### config.mk
export PLATFORM = sky130hd
export DESIGN_NAME = mux_bus_sequencer
export DESIGN_NICKNAME = d
export VERILOG_FILES = /design/src/rtl/mbs_pkg.sv /design/src/rtl/mbs_fsm.sv /design/src/rtl/mbs_hold.sv /design/src/rtl/mbs_pins.sv /design/src/rtl/mux_bus_sequencer.sv
export SDC_FILE = /design/constraint.sdc
export NUM_CORES = 1
export LEC_CHECK = 0
export BUFFER_PORTS_ARGS = -buffer_cell sky130_fd_sc_hd__buf_2
export CAP_MARGIN = 0
export CORE_ASPECT_RATIO = 0.5
export CORE_MARGIN = 2
export CORE_UTILIZATION = 51
export CTS_CLUSTER_SIZE = 30
export DETAILED_ROUTE_END_ITERATION = 12
export GPL_ROUTABILITY_DRIVEN = 0
export PLACE_DENSITY = 0.87
export SLEW_MARGIN = 10
export SYNTH_ARGS = -nofsm -noshare
export SYNTH_HDL_FRONTEND = slang
export SYNTH_SLANG_ARGS = --single-unit
### constraint.sdc
create_clock -name clk -period 3.4 [get_ports clk]
set_input_delay 0.68 -clock clk [delete_from_list [all_inputs] [get_ports clk]]
set_output_delay 0.68 -clock clk [all_outputs]
set_load 0.005 [all_outputs]
### src/rtl/mbs_pkg.sv
package mbs_pkg;
    parameter int ADDR_W = 20;
    parameter int LO_W   = 8;
    parameter int MID_W  = 8;
    localparam int HI_W   = ADDR_W - LO_W - MID_W;
    localparam int SEG_W  = 2;
    localparam int KIND_W = 3;

    // kind code equals the {io_m, dt_r, ss0} status triple
    typedef enum logic [KIND_W-1:0] {
        K_CODE = 3'b000,
        K_MRD  = 3'b001,
        K_MWR  = 3'b010,
        K_NONE = 3'b011,
        K_ACK  = 3'b100,
        K_IORD = 3'b101,
        K_IOWR = 3'b110,
        K_HALT = 3'b111
    } kind_e;

    typedef enum logic [2:0] {
        TS_I, TS_1, TS_2, TS_3, TS_W, TS_4
    } tstate_e;

    typedef struct packed {
        kind_e               kind;
        logic [ADDR_W-1:0]   addr;
        logic [SEG_W-1:0]    seg;
        logic [LO_W-1:0]     wdata;
    } req_t;

    function automatic logic kind_reads(kind_e k);
        return (k == K_CODE) || (k == K_MRD) || (k == K_IORD);
    endfunction

    function automatic logic kind_writes(kind_e k);
        return (k == K_MWR) || (k == K_IOWR);
    endfunction

    function automatic logic kind_takes_data(kind_e k);
        return kind_reads(k) || (k == K_ACK);
    endfunction

    function automatic logic kind_hi_blank(kind_e k);
        logic [KIND_W-1:0] c;
        c = k;
        return c[KIND_W-1];
    endfunction
endpackage

### src/rtl/mbs_fsm.sv
module mbs_fsm
    import mbs_pkg::*;
(
    input  logic    clk,
    input  logic    rst,
    input  logic    req_valid,
    input  kind_e   req_kind,
    input  logic    ready,
    output tstate_e state,
    output logic    ph,
    output logic    accept,
    output logic    done,
    output logic    capture
);
    logic window;

    always_comb begin
        window  = (state == TS_I) || ((state == TS_4) && ph);
        accept  = req_valid && (req_kind != K_NONE) && window;
        done    = (state == TS_4) && ph;
        capture = ((state == TS_3) || (state == TS_W)) && ph && ready;
    end

    always_ff @(posedge clk) begin
        if (rst) begin
            state <= TS_I;
            ph    <= 1'b0;
        end else if (state == TS_I) begin
            ph <= 1'b0;
            if (accept) state <= TS_1;
        end else begin
            ph <= ~ph;
            if (ph) begin
                case (state)
                    TS_1:       state <= TS_2;
                    TS_2:       state <= TS_3;
                    TS_3, TS_W: state <= ready ? TS_4 : TS_W;
                    TS_4:       state <= accept ? TS_1 : TS_I;
                    default:    state <= TS_I;
                endcase
            end
        end
    end

    p_t1_half_r3: assert property (@(posedge clk) disable iff (rst)
        (state == TS_1 && !ph) |=> (state == TS_1 && ph));
    p_wait_insert_r4: assert property (@(posedge clk) disable iff (rst)
        ((state == TS_3 || state == TS_W) && ph && !ready) |=> (state == TS_W && !ph));
    p_accept_window_r2: assert property (@(posedge clk) disable iff (rst)
        accept |-> (state == TS_I || (state == TS_4 && ph)));
    p_chain_r11: assert property (@(posedge clk) disable iff (rst)
        (done && accept) |=> (state == TS_1 && !ph));
endmodule

### src/rtl/mbs_hold.sv
module mbs_hold
    import mbs_pkg::*;
(
    input  logic            clk,
    input  logic            rst,
    input  logic            accept,
    input  req_t            req_in,
    input  logic            capture,
    input  logic [LO_W-1:0] ad_in,
    output req_t            req_q,
    output logic [LO_W-1:0] rd_data
);
    always_ff @(posedge clk) begin
        if (rst) begin
            req_q   <= '0;
            rd_data <= '0;
        end else begin
            if (accept) req_q <= req_in;
            if (capture && kind_takes_data(req_q.kind)) rd_data <= ad_in;
        end
    end

    p_hold_stable_r9: assert property (@(posedge clk) disable iff (rst)
        !accept |=> $stable(req_q.addr));
endmodule

### src/rtl/mbs_pins.sv
module mbs_pins
    import mbs_pkg::*;
(
    input  tstate_e          state,
    input  logic             ph,
    input  req_t             req_q,
    input  logic             ie_flag,
    output logic             ale,
    output logic             rd_n,
    output logic             wr_n,
    output logic             inta_n,
    output logic             den_n,
    output logic [2:0]       status,
    output logic [LO_W-1:0]  ad_out,
    output logic             ad_oe,
    output logic [MID_W-1:0] a_mid,
    output logic [HI_W-1:0]  a_hi
);
    logic strobe_win, den_rd_win, den_wr_win, active;

    always_comb begin
        active     = (state != TS_I);
        strobe_win = (state == TS_2) || (state == TS_3) || (state == TS_W);
        den_wr_win = strobe_win || ((state == TS_4) && !ph);
        den_rd_win = ((state == TS_2) && ph) || (state == TS_3) ||
                     (state == TS_W) || ((state == TS_4) && !ph);

        ale    = (state == TS_1);
        rd_n   = !(strobe_win && kind_reads(req_q.kind));
        wr_n   = !(strobe_win && kind_writes(req_q.kind));
        inta_n = !(strobe_win && (req_q.kind == K_ACK));

        if (kind_writes(req_q.kind))          den_n = !den_wr_win;
        else if (kind_takes_data(req_q.kind)) den_n = !den_rd_win;
        else                                  den_n = 1'b1;

        status = active ? req_q.kind : K_NONE;

        ad_oe  = (state == TS_1) || (active && kind_writes(req_q.kind));
        ad_out = (state == TS_1) ? req_q.addr[LO_W-1:0] : req_q.wdata;
        a_mid  = req_q.addr[LO_W +: MID_W];

        case (state)
            TS_I:    a_hi = '0;
            TS_1:    a_hi = kind_hi_blank(req_q.kind) ? '0 : req_q.addr[ADDR_W-1 -: HI_W];
            default: a_hi = HI_W'({ie_flag, req_q.seg});
        endcase
    end

    always_comb begin
        p_strobe_excl_r5: assert ($onehot0({~rd_n, ~wr_n, ~inta_n}));
        p_ale_quiet_r5:   assert (!ale || (rd_n && wr_n && inta_n));
        p_den_halt_r6:    assert (status != 3'b111 || den_n);
        p_idle_pass_r7:   assert (active || status == 3'b011);
    end
endmodule

### src/rtl/mux_bus_sequencer.sv
module mux_bus_sequencer
    import mbs_pkg::*;
(
    input  logic             clk,
    input  logic             rst,
    input  logic             req_valid,
    input  logic [2:0]       req_kind,
    input  logic [ADDR_W-1:0] req_addr,
    input  logic [SEG_W-1:0] req_seg,
    input  logic [LO_W-1:0]  req_wdata,
    input  logic             ie_flag,
    input  logic             ready,
    input  logic [LO_W-1:0]  ad_in,
    output logic             req_accept,
    output logic             cyc_done,
    output logic             ale,
    output logic             rd_n,
    output logic             wr_n,
    output logic             inta_n,
    output logic             den_n,
    output logic             io_m,
    output logic             dt_r,
    output logic             ss0,
    output logic [LO_W-1:0]  ad_out,
    output logic             ad_oe,
    output logic [MID_W-1:0] a_mid,
    output logic [HI_W-1:0]  a_hi,
    output logic [LO_W-1:0]  rd_data
);
    req_t    req_in, req_q;
    tstate_e state;
    logic    ph, capture;
    logic [2:0] status;

    always_comb begin
        req_in.kind  = kind_e'(req_kind);
        req_in.addr  = req_addr;
        req_in.seg   = req_seg;
        req_in.wdata = req_wdata;
    end

    mbs_fsm u_fsm (
        .clk(clk), .rst(rst), .req_valid(req_valid), .req_kind(req_in.kind),
        .ready(ready), .state(state), .ph(ph), .accept(req_accept),
        .done(cyc_done), .capture(capture)
    );

    mbs_hold u_hold (
        .clk(clk), .rst(rst), .accept(req_accept), .req_in(req_in),
        .capture(capture), .ad_in(ad_in), .req_q(req_q), .rd_data(rd_data)
    );

    mbs_pins u_pins (
        .state(state), .ph(ph), .req_q(req_q), .ie_flag(ie_flag),
        .ale(ale), .rd_n(rd_n), .wr_n(wr_n), .inta_n(inta_n), .den_n(den_n),
        .status(status), .ad_out(ad_out), .ad_oe(ad_oe), .a_mid(a_mid), .a_hi(a_hi)
    );

    assign {io_m, dt_r, ss0} = status;

    p_ale_status_r7: assert property (@(posedge clk) disable iff (rst)
        ale |-> ({io_m, dt_r, ss0} != 3'b011));
    p_done_after_ale_r3: assert property (@(posedge clk) disable iff (rst)
        $rose(ale) |-> !cyc_done);
endmodule

== Word-level counts from Yosys, hierarchy flattened ==
Index checks and enable logic that the tools add are counted.

* Word-level logic and storage cells: 70
* Bits of input ports: 46
* Output and inout port bits: 39
* Bits in registers: 45

* Bitwise logic cells: 1
* Eq/ne operators: 12
* Multiplexer cells: 12
* Reductions and logical operators: 38

{| class="wikitable"
|+ Operators by type and width
! kind !! number
|-
| $eq A3 B3 Y1 const B || 5
|-
| $logic_or A1 B1 Y1 || 13
|-
| $logic_and A1 B1 Y1 || 12
|-
| $mux W3 || 4
|-
| $pmux W3 S4 || 1
|-
| $eq A3 B2 Y1 const B || 3
|-
| $mux W8 || 1
|-
| $pmux W4 S2 || 1
|-
| $eq A3 B1 Y1 const B || 2
|-
| $logic_not A1 Y1 || 6
|-
| $logic_not A3 Y1 || 2
|-
| $mux W1 || 4
|-
| $mux W4 || 1
|-
| $reduce_or A2 Y1 || 2
|-
| $ne A3 B2 Y1 const B || 1
|-
| $reduce_bool A3 Y1 || 1
|-
| $ne A2 B1 Y1 const B || 1
|-
| $reduce_and A2 Y1 || 1
|-
| $reduce_bool A2 Y1 || 1
|-
| $not A1 Y1 || 1
|}

== Logic depth before layout (Yosys ltp) ==
* Word-level depth: 8
* Depth in mapped cells: 7
* Gate-level depth less buffers: 5

== Cells and area by module ==
Synthesis repeated with hierarchy kept, for this count alone.

* Cells, all modules: 216
* Area, all modules: 2179.6 um2

{| class="wikitable"
|+ By module, submodules not included
! module !! cells an instance !! times used !! seq. area each (um2) !! area an instance (um2)
|-
| mbs_hold || 141 || 1 || 820.8 || 1560.2
|-
| mbs_pins || 41 || 1 || 0.0 || 335.3
|-
| mbs_fsm || 34 || 1 || 80.1 || 284.0
|}

== Worst setup path before layout ==
No wires, ideal clock.

* Kind: input to output
* From: input port req_valid
* To: output port req_accept
* Cell stages on the path: 4
* Path buffers: 1
* Data arrival time: 1.432 ns
* Slack: 1.288 ns
* Required time: 2.720 ns
* Cells stage by stage: nor2b_1 o211ai_1 inv_2 clkbuf_1

* Word-level cells in the longest chain between the ends: 2

{| class="wikitable"
|+ RTL lines
! what !! RTL line !! source
|-
| start, declared || mux_bus_sequencer.sv:6 || <nowiki>input logic req_valid,</nowiki>
|-
| $logic_and A1 B1 Y1 (2 in a row) || mbs_fsm.sv:19 || <nowiki>accept = req_valid && (req_kind != K_NONE) && window;</nowiki>
|-
| end, declared || mux_bus_sequencer.sv:14 || <nowiki>output logic req_accept,</nowiki>
|}

No other way between the ends.

== Worst setup path after layout ==
* From: register u_fsm.state[0]
* To: output port ad_out[4]

* Word-level cells in the longest chain between the ends: 2

{| class="wikitable"
|+ RTL lines
! what !! RTL line !! source
|-
| start, declared || mbs_fsm.sv:9 || <nowiki>output tstate_e state,</nowiki>
|-
| start signal, assigned || mbs_fsm.sv:37 || <nowiki>TS_3, TS_W: state <= ready ? TS_4 : TS_W;</nowiki>
|-
| start signal, assigned || mbs_fsm.sv:38 || <nowiki>TS_4: state <= accept ? TS_1 : TS_I;</nowiki>
|-
| $eq A3 B1 Y1 || mbs_pins.sv:40 || <nowiki>ad_out = (state == TS_1) ? req_q.addr[LO_W-1:0] : req_q.wdata;</nowiki>
|-
| $mux W8 || mbs_pins.sv:40 ||
|-
| end, declared || mux_bus_sequencer.sv:24 || <nowiki>output logic [LO_W-1:0] ad_out,</nowiki>
|}

No other way between the ends.

==> summary.md <==
| Metric | Value |
|---|---|
| Result of the run | `finished, final reports clean` |
| Final setup violation count | `0` |
| Number of placement rows | `15` |
| Least-Margin Pin Slew | `0.780 ns` |
| Final Cycle Share | `0.778` |
| # hold bufs at CTS | `0` |
| Flip-flop and latch count after synthesis | `45` |
| Width of the die | `92.4 µm` |
| Max Freq | `378 MHz` |
| Worst IR drop on VDD | `0.283 mV` |
| Number of DRC violations after detailed-routing iteration 0 | `97` |
| Max-cap check violation count | `0` |
| Hold path startpoint | `u_hold.req_q[25]` |
| Maximum fanout encountered on the critical timing path | `18` |
| Data arrival time of the worst path | `1.96 ns` |
| Cell area after synthesis | `0.00199 mm²` |
| Crit path launch | `u_fsm.state[0]` |
| Count of buffers inserted at the top-level ports | `84` |
| Kind of cell adding the most delay to the critical path | `flip-flops` |
| Startpoint of the most critical register-to-register path | `u_fsm.state[2]` |
| Total non-filler cell area in the finished layout | `0.00245 mm²` |
| Synth Net Count | `295` |
| Area taken by multi-input logic gates | `950 µm²` |
| # H-tree levels | `2` |
| Area taken by flip-flops and latches | `901 µm²` |
| Final-layout setup total negative slack | `0 ns` |
| Root buf cell | `sky130_fd_sc_hd__clkbuf_8` |
| Nets | `364` |
| Estimated wirelength of the detail-placed design | `3270 µm` |
| Post-Synthesis Mean Instance Area | `8.00 µm²` |
| Area after DPL | `0.00236 mm²` |
| Synth Warn # | `0` |
| Clock tree from TritonCTS | `yes` |
| P&R area growth vs syn | `22.7%` |
| Vias/cell | `5.14` |
| Antenna violations before repair | `0` |
| Slowest cell on the critical path | `sky130_fd_sc_hd__dfxtp_1` |
| Distinct cell type count after synthesis | `28` |
| I/O pin total | `85` |
| Remaining max-slew budget at the tightest pin | `0.480` |
| CTS Buf Count | `5` |
| Buffers and inverters on the worst path | `1` |
| Crit path capture type | `output port` |
| RSZ-0062 raised after global routing | `no` |
| Total power per unit cell area | `483 mW/mm²` |
| Initial cell density of the core | `0.556` |
| Largest buffer count on any clock path | `2` |
| Pre-antenna DRT Iters | `4` |
| Remaining routing DRC violations | `0` |
| Total gr overflow | `0` |
| Clock Skew | `0.00533 ns` |
| Count of clock tree sinks | `45` |
| Pin count of the biggest net entering global routing | `46` |
| Vias in the first global route | `1693` |
| Diode count | `0` |
| Die Height | `48.2 µm` |
| Buffers inserted by post-CTS timing repair | `0` |
| Clock-pin transition on the worst setup and hold timing paths | `0.08 ns` |
| Hold depth | `2` |
| Depth of the most critical reg-to-reg path | `4` |
| Detail-routed net length per standard cell | `12.9 µm` |
| Sequential area share after synthesis | `0.452` |
| DR vias | `1896` |
| Leakage power total | `1.09 nW` |
| Instance count of the mapped netlist | `249` |
| CORE AREA | `0.00358 mm²` |
| Resized cells post-CTS | `0` |
| Peak per-stage delay on the critical path | `0.66 ns` |
| Class of the tightest hold or removal check | `flop to flop` |
| Critical path start-end classification | `flop to output port` |
| Final Hold Violating Endpoints | `0` |
| Routed wire length | `4770 µm` |
| Required time at the endpoint of the critical path | `2.72 ns` |
| List of cells traversed by the critical path | `nand2_1 > mux2_2 > buf_2` |
| Minimum clock period | `2.64 ns` |
| Routed Antenna Nets | `0` |
| Stages on worst setup path | `3` |
| Share of post-route cells with drive strength above 1 | `0.333` |
| Count of filler cells inserted in the layout | `329` |
| Final Max Tran Viols | `0` |
| Clock latency at the later pin of the worst-skew pair | `0.30 ns` |
| Die area | `0.00445 mm²` |
| Wire length of the first global-routing pass | `7290 µm` |
| Overall Global Routing Usage | `0.217` |
| Startpoint type of the worst setup path | `flop` |
## cells by family (layout without fill, tap and decap cells)
family                    after synthesis  after routing  share of synthesized area
xor gates and xnor gates                1              1                    0.00440
muxes                                  16             16                     0.0854
DFF                                    45             45                      0.452
AOI/OAI and AO/OA                      49             49                      0.140
buffers and inverters                  28             97                     0.0716
and+or+nand+nor                       110            110                      0.247
## area by class of cell
cell class	instances	share of cell area
multi-input combinational	176	0.388
sequential	45	0.368
timing repair buffer	86	0.178
clock buffer	6	0.0297
tap	51	0.0261
inverter	4	0.00614
clock inverter	1	0.00358
## cells in the final DEF, fill, tap and decap left out, types with 2 or more instances in the layout
| master | n |
|---|---|
| sky130_fd_sc_hd__nand4b_1 | 2 |
| sky130_fd_sc_hd__dfxtp_1 | 45 |
| sky130_fd_sc_hd__clkbuf_8 | 5 |
| sky130_fd_sc_hd__or2_2 | 3 |
| sky130_fd_sc_hd__o21ai_0 | 4 |
| sky130_fd_sc_hd__nor3_1 | 3 |
| sky130_fd_sc_hd__nor2_1 | 13 |
| sky130_fd_sc_hd__nand3b_1 | 5 |
| sky130_fd_sc_hd__nand2b_1 | 3 |
| sky130_fd_sc_hd__a21oi_1 | 38 |
| sky130_fd_sc_hd__nand2_1 | 72 |
| sky130_fd_sc_hd__buf_2 | 84 |
| sky130_fd_sc_hd__a22o_1 | 3 |
| sky130_fd_sc_hd__inv_1 | 3 |
| sky130_fd_sc_hd__mux2_2 | 8 |
| sky130_fd_sc_hd__mux2i_1 | 8 |
| sky130_fd_sc_hd__buf_4 | 2 |
| sky130_fd_sc_hd__nor2b_1 | 3 |
| sky130_fd_sc_hd__and3_1 | 4 |
## per-stage QoR
stage | hold WS, ns | setup slack [ns] | total power, W | util | cells
finish | 0.455 | 0.756 | 0.00118 | 0.682 | 369
global route | 0.474 | 0.615 | 0.00124 | 0.682 | 369
CTS | 0.455 | 0.787 | 0.00119 | 0.682 | 369
detailed placement | 0.443 | 1.10 | 0.000872 | 0.660 | 362
global placement | 0.439 | 1.24 | 0.000858 | 0.660 | 362
floorplan | 0.432 | 1.29 | 0.000784 | - | 249
## report_power, final
group	switching [W]	internal, W
Combinational	0.000139	0.000114
Sequential	0.0000404	0.000568
Clock	0.000177	0.000142
## path summary, 6_finish.rpt
check,end,slack [ns]
setup reg to reg,u_hold.rd_data[6],1.37
hold / removal,u_hold.req_q[25],0.46
hold reg to reg,u_hold.req_q[25],0.46
setup / recovery,ad_out[4],0.76
## layer usage
metal,track usage,share of wire,wire [µm]
met1,0.232,0.42,2020
met2,0.429,0.52,2480
met3,0.0742,0.050,239
met4,0.0716,0.0065,31
met5,0,0,0
## worst min-delay path: stages (launching register included)
cell	delay, ns
sky130_fd_sc_hd__dfxtp_1	0.31
sky130_fd_sc_hd__nand2_1	0.05
sky130_fd_sc_hd__a21oi_1	0.05
## cells in the mapped netlist
cell | count | area, µm²
sky130_fd_sc_hd__a211oi_1 | 1 | 7.51
sky130_fd_sc_hd__a211oi_4 | 1 | 20.0
sky130_fd_sc_hd__a21o_1 | 1 | 7.51
sky130_fd_sc_hd__a21oi_1 | 38 | 190
sky130_fd_sc_hd__a22o_1 | 3 | 26.3
sky130_fd_sc_hd__and3_1 | 4 | 25.0
sky130_fd_sc_hd__and4b_1 | 1 | 10.0
sky130_fd_sc_hd__buf_1 | 2 | 7.51
sky130_fd_sc_hd__buf_4 | 8 | 60.1
sky130_fd_sc_hd__buf_6 | 1 | 11.3
sky130_fd_sc_hd__clkbuf_1 | 13 | 48.8
sky130_fd_sc_hd__dfxtp_1 | 45 | 901
sky130_fd_sc_hd__inv_1 | 3 | 11.3
sky130_fd_sc_hd__inv_2 | 1 | 3.75
sky130_fd_sc_hd__mux2_2 | 8 | 90.1
sky130_fd_sc_hd__mux2i_1 | 8 | 80.1
sky130_fd_sc_hd__nand2_1 | 72 | 270
sky130_fd_sc_hd__nand2b_1 | 3 | 18.8
sky130_fd_sc_hd__nand3b_1 | 5 | 37.5
sky130_fd_sc_hd__nand4b_1 | 2 | 17.5
sky130_fd_sc_hd__nor2_1 | 13 | 48.8
sky130_fd_sc_hd__nor2b_1 | 3 | 18.8
sky130_fd_sc_hd__nor3_1 | 3 | 15.0
sky130_fd_sc_hd__o211ai_1 | 1 | 7.51
sky130_fd_sc_hd__o21ai_0 | 4 | 20.0
sky130_fd_sc_hd__or2_2 | 3 | 18.8
sky130_fd_sc_hd__or3b_4 | 1 | 11.3
sky130_fd_sc_hd__xnor2_1 | 1 | 8.76
## registers in the layout, indices dropped and copies added, names as in the netlist
register / count
u_fsm.state: 3
u_hold.rd_data: 8
u_hold.req_q: 33
u_fsm.ph: 1
Note: power is estimated with default switching activity, not from simulation.
